## src/rtl/linkprot_rx_pkg.sv

```systemverilog
package linkprot_rx_pkg;
  parameter int KSV_BYTES  = 5;
  parameter int AN_BYTES   = 8;
  parameter int HASH_WORDS = 5;
  localparam int KSV_W   = KSV_BYTES * 8;
  localparam int AN_W    = AN_BYTES * 8;
  localparam int HASH_W  = HASH_WORDS * 32;

  typedef enum logic [2:0] {
    SEL_ZERO, SEL_BKSV, SEL_RI, SEL_HASH,
    SEL_CAPS, SEL_STAT0, SEL_STAT1, SEL_FIFO
  } rdSel_e;

  typedef struct packed {
    logic       txKsvWr;
    logic       anWr;
    logic [2:0] wrIdx;
    logic       aksvDone;
    logic       rdEn;
    rdSel_e     rdSel;
    logic [4:0] rdIdx;
    logic       fifoPop;
  } lpStrobes_t;
endpackage

```

## src/rtl/linkprot_rx_ctrl.sv

```systemverilog
module linkprot_rx_ctrl
  import linkprot_rx_pkg::*;
(
  input  logic       clk,
  input  logic       rstN,
  input  logic [7:0] busAddr,
  input  logic       busRead,
  input  logic       busWrite,
  input  logic       fifoEmpty,
  output lpStrobes_t strobes
);
  rdSel_e selNext;

  always_comb begin
    selNext = SEL_ZERO;
    if (busAddr <= 8'h04)                        selNext = SEL_BKSV;
    else if (busAddr == 8'h08 || busAddr == 8'h09) selNext = SEL_RI;
    else if (busAddr >= 8'h20 && busAddr <= 8'h33) selNext = SEL_HASH;
    else if (busAddr == 8'h40)                   selNext = SEL_CAPS;
    else if (busAddr == 8'h41)                   selNext = SEL_STAT0;
    else if (busAddr == 8'h42)                   selNext = SEL_STAT1;
    else if (busAddr == 8'h43)                   selNext = SEL_FIFO;
  end

  always_comb begin
    strobes          = '0;
    strobes.wrIdx    = busAddr[2:0];
    strobes.rdIdx    = busAddr[4:0];
    strobes.rdSel    = selNext;
    strobes.rdEn     = busRead;
    strobes.txKsvWr  = busWrite && busAddr >= 8'h10 && busAddr <= 8'h14;
    strobes.anWr     = busWrite && busAddr >= 8'h18 && busAddr <= 8'h1F;
    strobes.aksvDone = busWrite && busAddr == 8'h14;
    strobes.fifoPop  = busRead && selNext == SEL_FIFO && !fifoEmpty;
  end

  // single transfer per cycle from the bus bridge
  p_one_op_r10: assert property (@(posedge clk) disable iff (!rstN)
    !(busRead && busWrite));
endmodule

```

## src/rtl/linkprot_rx_dp.sv

```systemverilog
module linkprot_rx_dp
  import linkprot_rx_pkg::*;
#(
  parameter int FIFO_PTR_W = 10
)(
  input  logic                  clk,
  input  logic                  rstN,
  input  lpStrobes_t            strobes,
  input  logic [7:0]            busWrData,
  output logic [7:0]            busRdData,
  input  logic [KSV_W-1:0]      rxKsv,
  input  logic [15:0]           riPrime,
  input  logic [HASH_W-1:0]     hashWords,
  input  logic                  hdmiCapable,
  input  logic                  isRepeater,
  input  logic                  listReady,
  input  logic                  hashBusy,
  input  logic                  devTooMany,
  input  logic [6:0]            devCount,
  input  logic                  hdmiMode,
  input  logic                  cascadeTooMany,
  input  logic [2:0]            cascadeDepth,
  input  logic [FIFO_PTR_W-1:0] fifoLevel,
  input  logic [7:0]            fifoRdByte,
  output logic [FIFO_PTR_W-1:0] fifoRdPtr,
  output logic                  fifoEmpty,
  output logic [KSV_W-1:0]      txKsv,
  output logic [AN_W-1:0]       anValue,
  output logic                  aksvWritten
);
  logic [7:0] txKsvB [KSV_BYTES];
  logic [7:0] anB    [AN_BYTES];
  logic [7:0] rdMux;
  logic       readyBit, readyQ, rewind;

  for (genvar b = 0; b < KSV_BYTES; b++) begin : g_ksv
    always_ff @(posedge clk) begin
      if (!rstN) txKsvB[b] <= '0;
      else if (strobes.txKsvWr && strobes.wrIdx == 3'(b)) txKsvB[b] <= busWrData;
    end
    assign txKsv[b*8 +: 8] = txKsvB[b];
  end

  for (genvar b = 0; b < AN_BYTES; b++) begin : g_an
    always_ff @(posedge clk) begin
      if (!rstN) anB[b] <= '0;
      else if (strobes.anWr && strobes.wrIdx == 3'(b)) anB[b] <= busWrData;
    end
    assign anValue[b*8 +: 8] = anB[b];
  end

  assign readyBit  = listReady & ~hashBusy;
  assign rewind    = readyBit & ~readyQ;
  assign fifoEmpty = fifoRdPtr >= fifoLevel;

  always_comb begin
    case (strobes.rdSel)
      SEL_BKSV:  rdMux = rxKsv[strobes.rdIdx[2:0]*8 +: 8];
      SEL_RI:    rdMux = strobes.rdIdx[0] ? riPrime[15:8] : riPrime[7:0];
      SEL_HASH:  rdMux = hashWords[strobes.rdIdx*8 +: 8];
      SEL_CAPS:  rdMux = {hdmiCapable, isRepeater, readyBit, 4'b0000, 1'b1};
      SEL_STAT0: rdMux = {devTooMany, devCount};
      SEL_STAT1: rdMux = {3'b000, hdmiMode, cascadeTooMany, cascadeDepth};
      SEL_FIFO:  rdMux = fifoEmpty ? 8'h00 : fifoRdByte;
      default:   rdMux = 8'h00;
    endcase
  end

  always_ff @(posedge clk) begin
    if (!rstN) begin
      busRdData   <= '0;
      fifoRdPtr   <= '0;
      readyQ      <= 1'b0;
      aksvWritten <= 1'b0;
    end else begin
      readyQ      <= readyBit;
      aksvWritten <= strobes.aksvDone;
      if (strobes.rdEn) busRdData <= rdMux;
      if (rewind) fifoRdPtr <= '0;
      else if (strobes.fifoPop) fifoRdPtr <= fifoRdPtr + 1'b1;
    end
  end

  p_aksv_pulse_r4: assert property (@(posedge clk) disable iff (!rstN)
    aksvWritten |=> !aksvWritten);
  p_ptr_step_r7: assert property (@(posedge clk) disable iff (!rstN)
    !$stable(fifoRdPtr) |-> (fifoRdPtr == $past(fifoRdPtr) + 1'b1 || fifoRdPtr == '0));
  p_ptr_empty_r7: assert property (@(posedge clk) disable iff (!rstN)
    (fifoEmpty && !rewind) |=> $stable(fifoRdPtr));
  p_caps_const_r5: assert property (@(posedge clk) disable iff (!rstN)
    (strobes.rdEn && strobes.rdSel == SEL_CAPS) |=> (busRdData[0] && busRdData[4:1] == 4'b0));
  p_txksv_hold_r9: assert property (@(posedge clk) disable iff (!rstN)
    !strobes.txKsvWr |=> $stable(txKsv));
  p_an_hold_r9: assert property (@(posedge clk) disable iff (!rstN)
    !strobes.anWr |=> $stable(anValue));
  p_rd_hold_r10: assert property (@(posedge clk) disable iff (!rstN)
    !strobes.rdEn |=> $stable(busRdData));
endmodule

```

## src/rtl/linkprot_rx_regs.sv

```systemverilog
module linkprot_rx_regs
  import linkprot_rx_pkg::*;
#(
  parameter int FIFO_PTR_W = 10
)(
  input  logic                  clk,
  input  logic                  rstN,
  input  logic [7:0]            busAddr,
  input  logic                  busRead,
  input  logic                  busWrite,
  input  logic [7:0]            busWrData,
  output logic [7:0]            busRdData,
  input  logic [KSV_W-1:0]      rxKsv,
  input  logic [15:0]           riPrime,
  input  logic [HASH_W-1:0]     hashWords,
  input  logic                  hdmiCapable,
  input  logic                  isRepeater,
  input  logic                  listReady,
  input  logic                  hashBusy,
  input  logic                  devTooMany,
  input  logic [6:0]            devCount,
  input  logic                  hdmiMode,
  input  logic                  cascadeTooMany,
  input  logic [2:0]            cascadeDepth,
  input  logic [FIFO_PTR_W-1:0] fifoLevel,
  input  logic [7:0]            fifoRdByte,
  output logic [FIFO_PTR_W-1:0] fifoRdPtr,
  output logic [KSV_W-1:0]      txKsv,
  output logic [AN_W-1:0]       anValue,
  output logic                  aksvWritten
);
  lpStrobes_t strobes;
  logic       fifoEmpty;

  linkprot_rx_ctrl u_ctrl (
    .clk(clk), .rstN(rstN), .busAddr(busAddr), .busRead(busRead),
    .busWrite(busWrite), .fifoEmpty(fifoEmpty), .strobes(strobes)
  );

  linkprot_rx_dp #(.FIFO_PTR_W(FIFO_PTR_W)) u_dp (
    .clk(clk), .rstN(rstN), .strobes(strobes), .busWrData(busWrData),
    .busRdData(busRdData), .rxKsv(rxKsv), .riPrime(riPrime),
    .hashWords(hashWords), .hdmiCapable(hdmiCapable), .isRepeater(isRepeater),
    .listReady(listReady), .hashBusy(hashBusy), .devTooMany(devTooMany),
    .devCount(devCount), .hdmiMode(hdmiMode), .cascadeTooMany(cascadeTooMany),
    .cascadeDepth(cascadeDepth), .fifoLevel(fifoLevel), .fifoRdByte(fifoRdByte),
    .fifoRdPtr(fifoRdPtr), .fifoEmpty(fifoEmpty), .txKsv(txKsv),
    .anValue(anValue), .aksvWritten(aksvWritten)
  );
endmodule

```

## config.mk

```make
export PLATFORM = sky130hd
export DESIGN_NAME = linkprot_rx_regs
export DESIGN_NICKNAME = d
export VERILOG_FILES = /design/src/rtl/linkprot_rx_pkg.sv /design/src/rtl/linkprot_rx_ctrl.sv /design/src/rtl/linkprot_rx_dp.sv /design/src/rtl/linkprot_rx_regs.sv
export SDC_FILE = /design/constraint.sdc
export NUM_CORES = 1
export LEC_CHECK = 0
export ABC_AREA = 1
export BUFFER_PORTS_ARGS = -buffer_cell sky130_fd_sc_hd__buf_2
export CAP_MARGIN = 25
export CORE_AREA = 2 2 153 155
export DETAILED_ROUTE_END_ITERATION = 6
export DIE_AREA = 0 0 155 157
export PLACE_DENSITY = 0.7
export SLEW_MARGIN = 20
export SYNTH_ARGS = -nofsm -noshare
export SYNTH_HDL_FRONTEND = slang
export SYNTH_HIERARCHICAL = 1
export SYNTH_SLANG_ARGS = --single-unit
```

## constraint.sdc

```tcl
create_clock -name clk -period 2.51 [get_ports clk]
set_input_delay 0.502 -clock clk [delete_from_list [all_inputs] [get_ports clk]]
set_output_delay 0.502 -clock clk [all_outputs]
set_load 0.02 [all_outputs]
```

==> impl_metrics.tcl <==
set metrics [dict create \
    initial_core_util 0.3554 \
    ys_warn_count 6 \
    synth_largest_area_cell "sky130_fd_sc_hd__edfxtp_1" \
    cts_setup_buffers 0 \
    cts_made_buffers 17 \
    synth-edff-count 104 \
    netlist_top_cells_area "sky130_fd_sc_hd__edfxtp_1 39%, sky130_fd_sc_hd__nand2_1 16%, sky130_fd_sc_hd__nor2_1 9.6%, sky130_fd_sc_hd__inv_1 8.8%, sky130_fd_sc_hd__nand3_1 6.8%" \
    fin_nets 1830 \
    kind_of_critical_path "flip-flop to flip-flop" \
    dieWidth_um 155 \
    drtAntennaViolNets 0 \
    nFillCells 2193 \
    clock.fmax_mhz 431.1 \
    cts_tree "built" \
    std_cell_rows 55 \
    clockRootBuffer "sky130_fd_sc_hd__clkbuf_16" \
    totalNegativeSetupSlack_ps 0 \
    flop_and_latch_count_out_of_synthesis 124 \
    timing.max_slew.rel_slack 0.5523 \
    smallest_setup_slack_after_layout_ps 190.6 \
    final-hold-violation-count 0 \
    die_h_um 157 \
    endpoint_kind "flip-flop" \
    static_leakage_nw 5.899 \
    netlist_top_cells_count "343 x sky130_fd_sc_hd__nand2_1, 204 x sky130_fd_sc_hd__nor2_1, 187 x sky130_fd_sc_hd__inv_1, 108 x sky130_fd_sc_hd__nand3_1, 104 x sky130_fd_sc_hd__edfxtp_1" \
    layout-drive-gt1-share 0.3190 \
    final_min_period_over_clock_period 0.9241 \
    main_flop_type_after_synthesis "sky130_fd_sc_hd__edfxtp_1" \
    setup_viol_count_final 0 \
    max-clock-path-buffers 2 \
    drt_iter0_markers 671 \
    netlist_area_um2 7996 \
    run_status "complete, no violations" \
    grt_max_degree 61 \
    count_of_input_and_output_buffers 393 \
    cap_viol_max_count 0 \
    wirelength_um 28930 \
    grtUsageMet2 0.4288 \
    vias 8903 \
    grt.met3_usage 0.04543 \
    finClkSkew_ps 1.160 \
    grtUsageMet1 0.2685 \
    grt_util_all_layers 0.2323 \
    postSynthNetCount 1443 \
    worst_ep_arrival_time_ps 2630 \
    ctsHtreeMaxLevel 4 \
    startpoint_type "flip-flop" \
    seq_area_frac_synth 0.4406 \
    crit_path_max_fanout 4 \
    synthCells 1161 \
    worstSkewPairLatency_ps 420 \
    power_per_cell_area_nw_per_um2 522.8 \
    final_layout_worst_hold_slack_ps 417.0 \
    ioPinCount 394 \
    drt_pass1_iterations 5 \
    first_global_vias 8420 \
    vias_per_cell 4.823 \
    die_area_um2 24340 \
    preCtsSetupSlack_ps -132.6 \
    wire_per_inst_um 15.67 \
    place_hpwl_um 22630 \
    final_max_slew_viol_count 0 \
    min_path_type "primary input to flip-flop" \
    cts_sinks 124 \
    tightest_slew_ps 664.5 \
    yosysUniqueCellTypes 32 \
    yosysTopAreaCellShare 0.3905 \
    post-route-drc-count 0 \
    syn2layout_area_growth_pct 37.54 \
    clk_transition_reported_paths_ps 60 \
    overflow 0 \
    core_area_um2 22500 \
    grt-busiest-layer "met2" \
    worst_ep_required_time_ps 2820 \
    syn-mean-instance-area_um2 6.888 \
    gp_congestion 0.9455 \
    most_frequent_cell_after_synthesis "sky130_fd_sc_hd__nand2_1" \
    grt_pass1_wl_um 43730 \
    timing.final.crit_period_ps 2319 \
    maximum_resistive_drop_on_vdd_mv 0.3371 \
    ys_async_rst_share 0 \
    num_antenna_cells 0 \
    grt_antenna_before_repair 0 \
]
[layer usage]
layer,up-vias,share of wire
li1,4393,-
met1,4005,0.38
met2,450,0.51
met3,55,0.077
met4,0,0.031
met5,-,0
[cells in the final DEF (no fill, tap or decap), types with 4 or more instances in the layout]
cell type                    count
sky130_fd_sc_hd__or2_2           4
sky130_fd_sc_hd__clkbuf_16      17
sky130_fd_sc_hd__nor2_1        200
sky130_fd_sc_hd__ha_4            4
sky130_fd_sc_hd__inv_2           6
sky130_fd_sc_hd__buf_4          30
sky130_fd_sc_hd__buf_2         392
sky130_fd_sc_hd__nand2_1       343
sky130_fd_sc_hd__dfxtp_1        16
sky130_fd_sc_hd__inv_6           4
sky130_fd_sc_hd__clkinvlp_4      4
sky130_fd_sc_hd__inv_8           4
sky130_fd_sc_hd__nand3_1       106
sky130_fd_sc_hd__a21oi_1        23
sky130_fd_sc_hd__inv_1         187
sky130_fd_sc_hd__a21oi_2         4
sky130_fd_sc_hd__o21ai_1        17
sky130_fd_sc_hd__o21ai_0        21
sky130_fd_sc_hd__nand4_1        11
sky130_fd_sc_hd__buf_12          5
sky130_fd_sc_hd__nand3_2         4
sky130_fd_sc_hd__o22ai_1        12
sky130_fd_sc_hd__nor3_1          9
sky130_fd_sc_hd__ha_1            7
sky130_fd_sc_hd__edfxtp_1      104
[per-stage QoR]
step	power [mW]	std cells	util	cell area, um^2
global route	5.999	1846	0.4887	11000
global placement	3.432	1814	0.4582	10310
detailed placement	3.441	1814	0.4582	10310
CTS	5.783	1846	0.4838	10890
floorplan	2.965	1161	-	7996
finish	5.750	1846	0.4887	11000
[timing repair]
action / CTS / global route
gates resized for setup: 0 / 25
hold buffers: 0 / 0
endpoints found under the setup margin: 0 / 5
[state kept, by name (all words and copies together), names as in the netlist]
signal / cells
u_dp/anB: 64
u_dp/txKsvB: 40
u_dp/fifoRdPtr: 10
u_dp/busRdData: 8
u_dp/aksvWritten: 1
u_dp/readyQ: 1
[final timing paths]
check,start,end,slack [ps],cells past startpoint
worst max register to register,u_dp/fifoRdPtr[5],u_dp/fifoRdPtr[9],190,17
worst min-delay path,busRead,u_dp/busRdData[2],420,3
worst max-delay path,u_dp/fifoRdPtr[5],u_dp/fifoRdPtr[9],190,17
worst min register to register,u_dp/busRdData[7],u_dp/busRdData[7],470,2
[report_power, final]
part	total, mW	switching [mW]	leakage (nW)	internal, mW
Combinational	1.06	0.666	4.48	0.390
Clock	2.35	1.03	0.270	1.32
Sequential	2.35	0.0311	1.15	2.31
Total	5.75	1.73	5.90	4.02
[worst max-delay path, cell delays in order (launching register included)]
cell and delay [ps]:
sky130_fd_sc_hd__dfxtp_1 310, sky130_fd_sc_hd__ha_1 310, sky130_fd_sc_hd__a21oi_2 140, sky130_fd_sc_hd__o21ai_1 90
sky130_fd_sc_hd__nand2_1 90, sky130_fd_sc_hd__nand3_1 80, sky130_fd_sc_hd__nor2_1 110, sky130_fd_sc_hd__nand3_2 110
sky130_fd_sc_hd__nor2_4 140, sky130_fd_sc_hd__nand2_1 70, sky130_fd_sc_hd__nor2_2 120, sky130_fd_sc_hd__nand2_1 90
sky130_fd_sc_hd__nor2_2 140, sky130_fd_sc_hd__nand3_2 120, sky130_fd_sc_hd__nor2_4 120, sky130_fd_sc_hd__nand3_1 70
sky130_fd_sc_hd__nand2_1 60, sky130_fd_sc_hd__a21oi_1 50
[kinds of logic after synthesis]
logic type	count (synthesis)	share of synthesized area
compound gates	81	0.05351
xor+xnor	1	0.001095
fa+ha+maj	11	0.01721
buf+inv	253	0.1324
flops	124	0.4406
mux	1	0.001252
simple gates	690	0.3539
[layout make-up]
cell class | count | area [um^2] | share of cell area
clock buffer | 17 | 425.4 | 0.03868
clock inverter | 15 | 151.4 | 0.01377
inverter | 194 | 728.2 | 0.06621
multi-input combinational | 784 | 3518 | 0.3199
sequential | 124 | 3531 | 0.3210
tap | 285 | 356.6 | 0.03242
timing repair buffer | 427 | 2287 | 0.2080
Power figures use the tool's default switching activity.
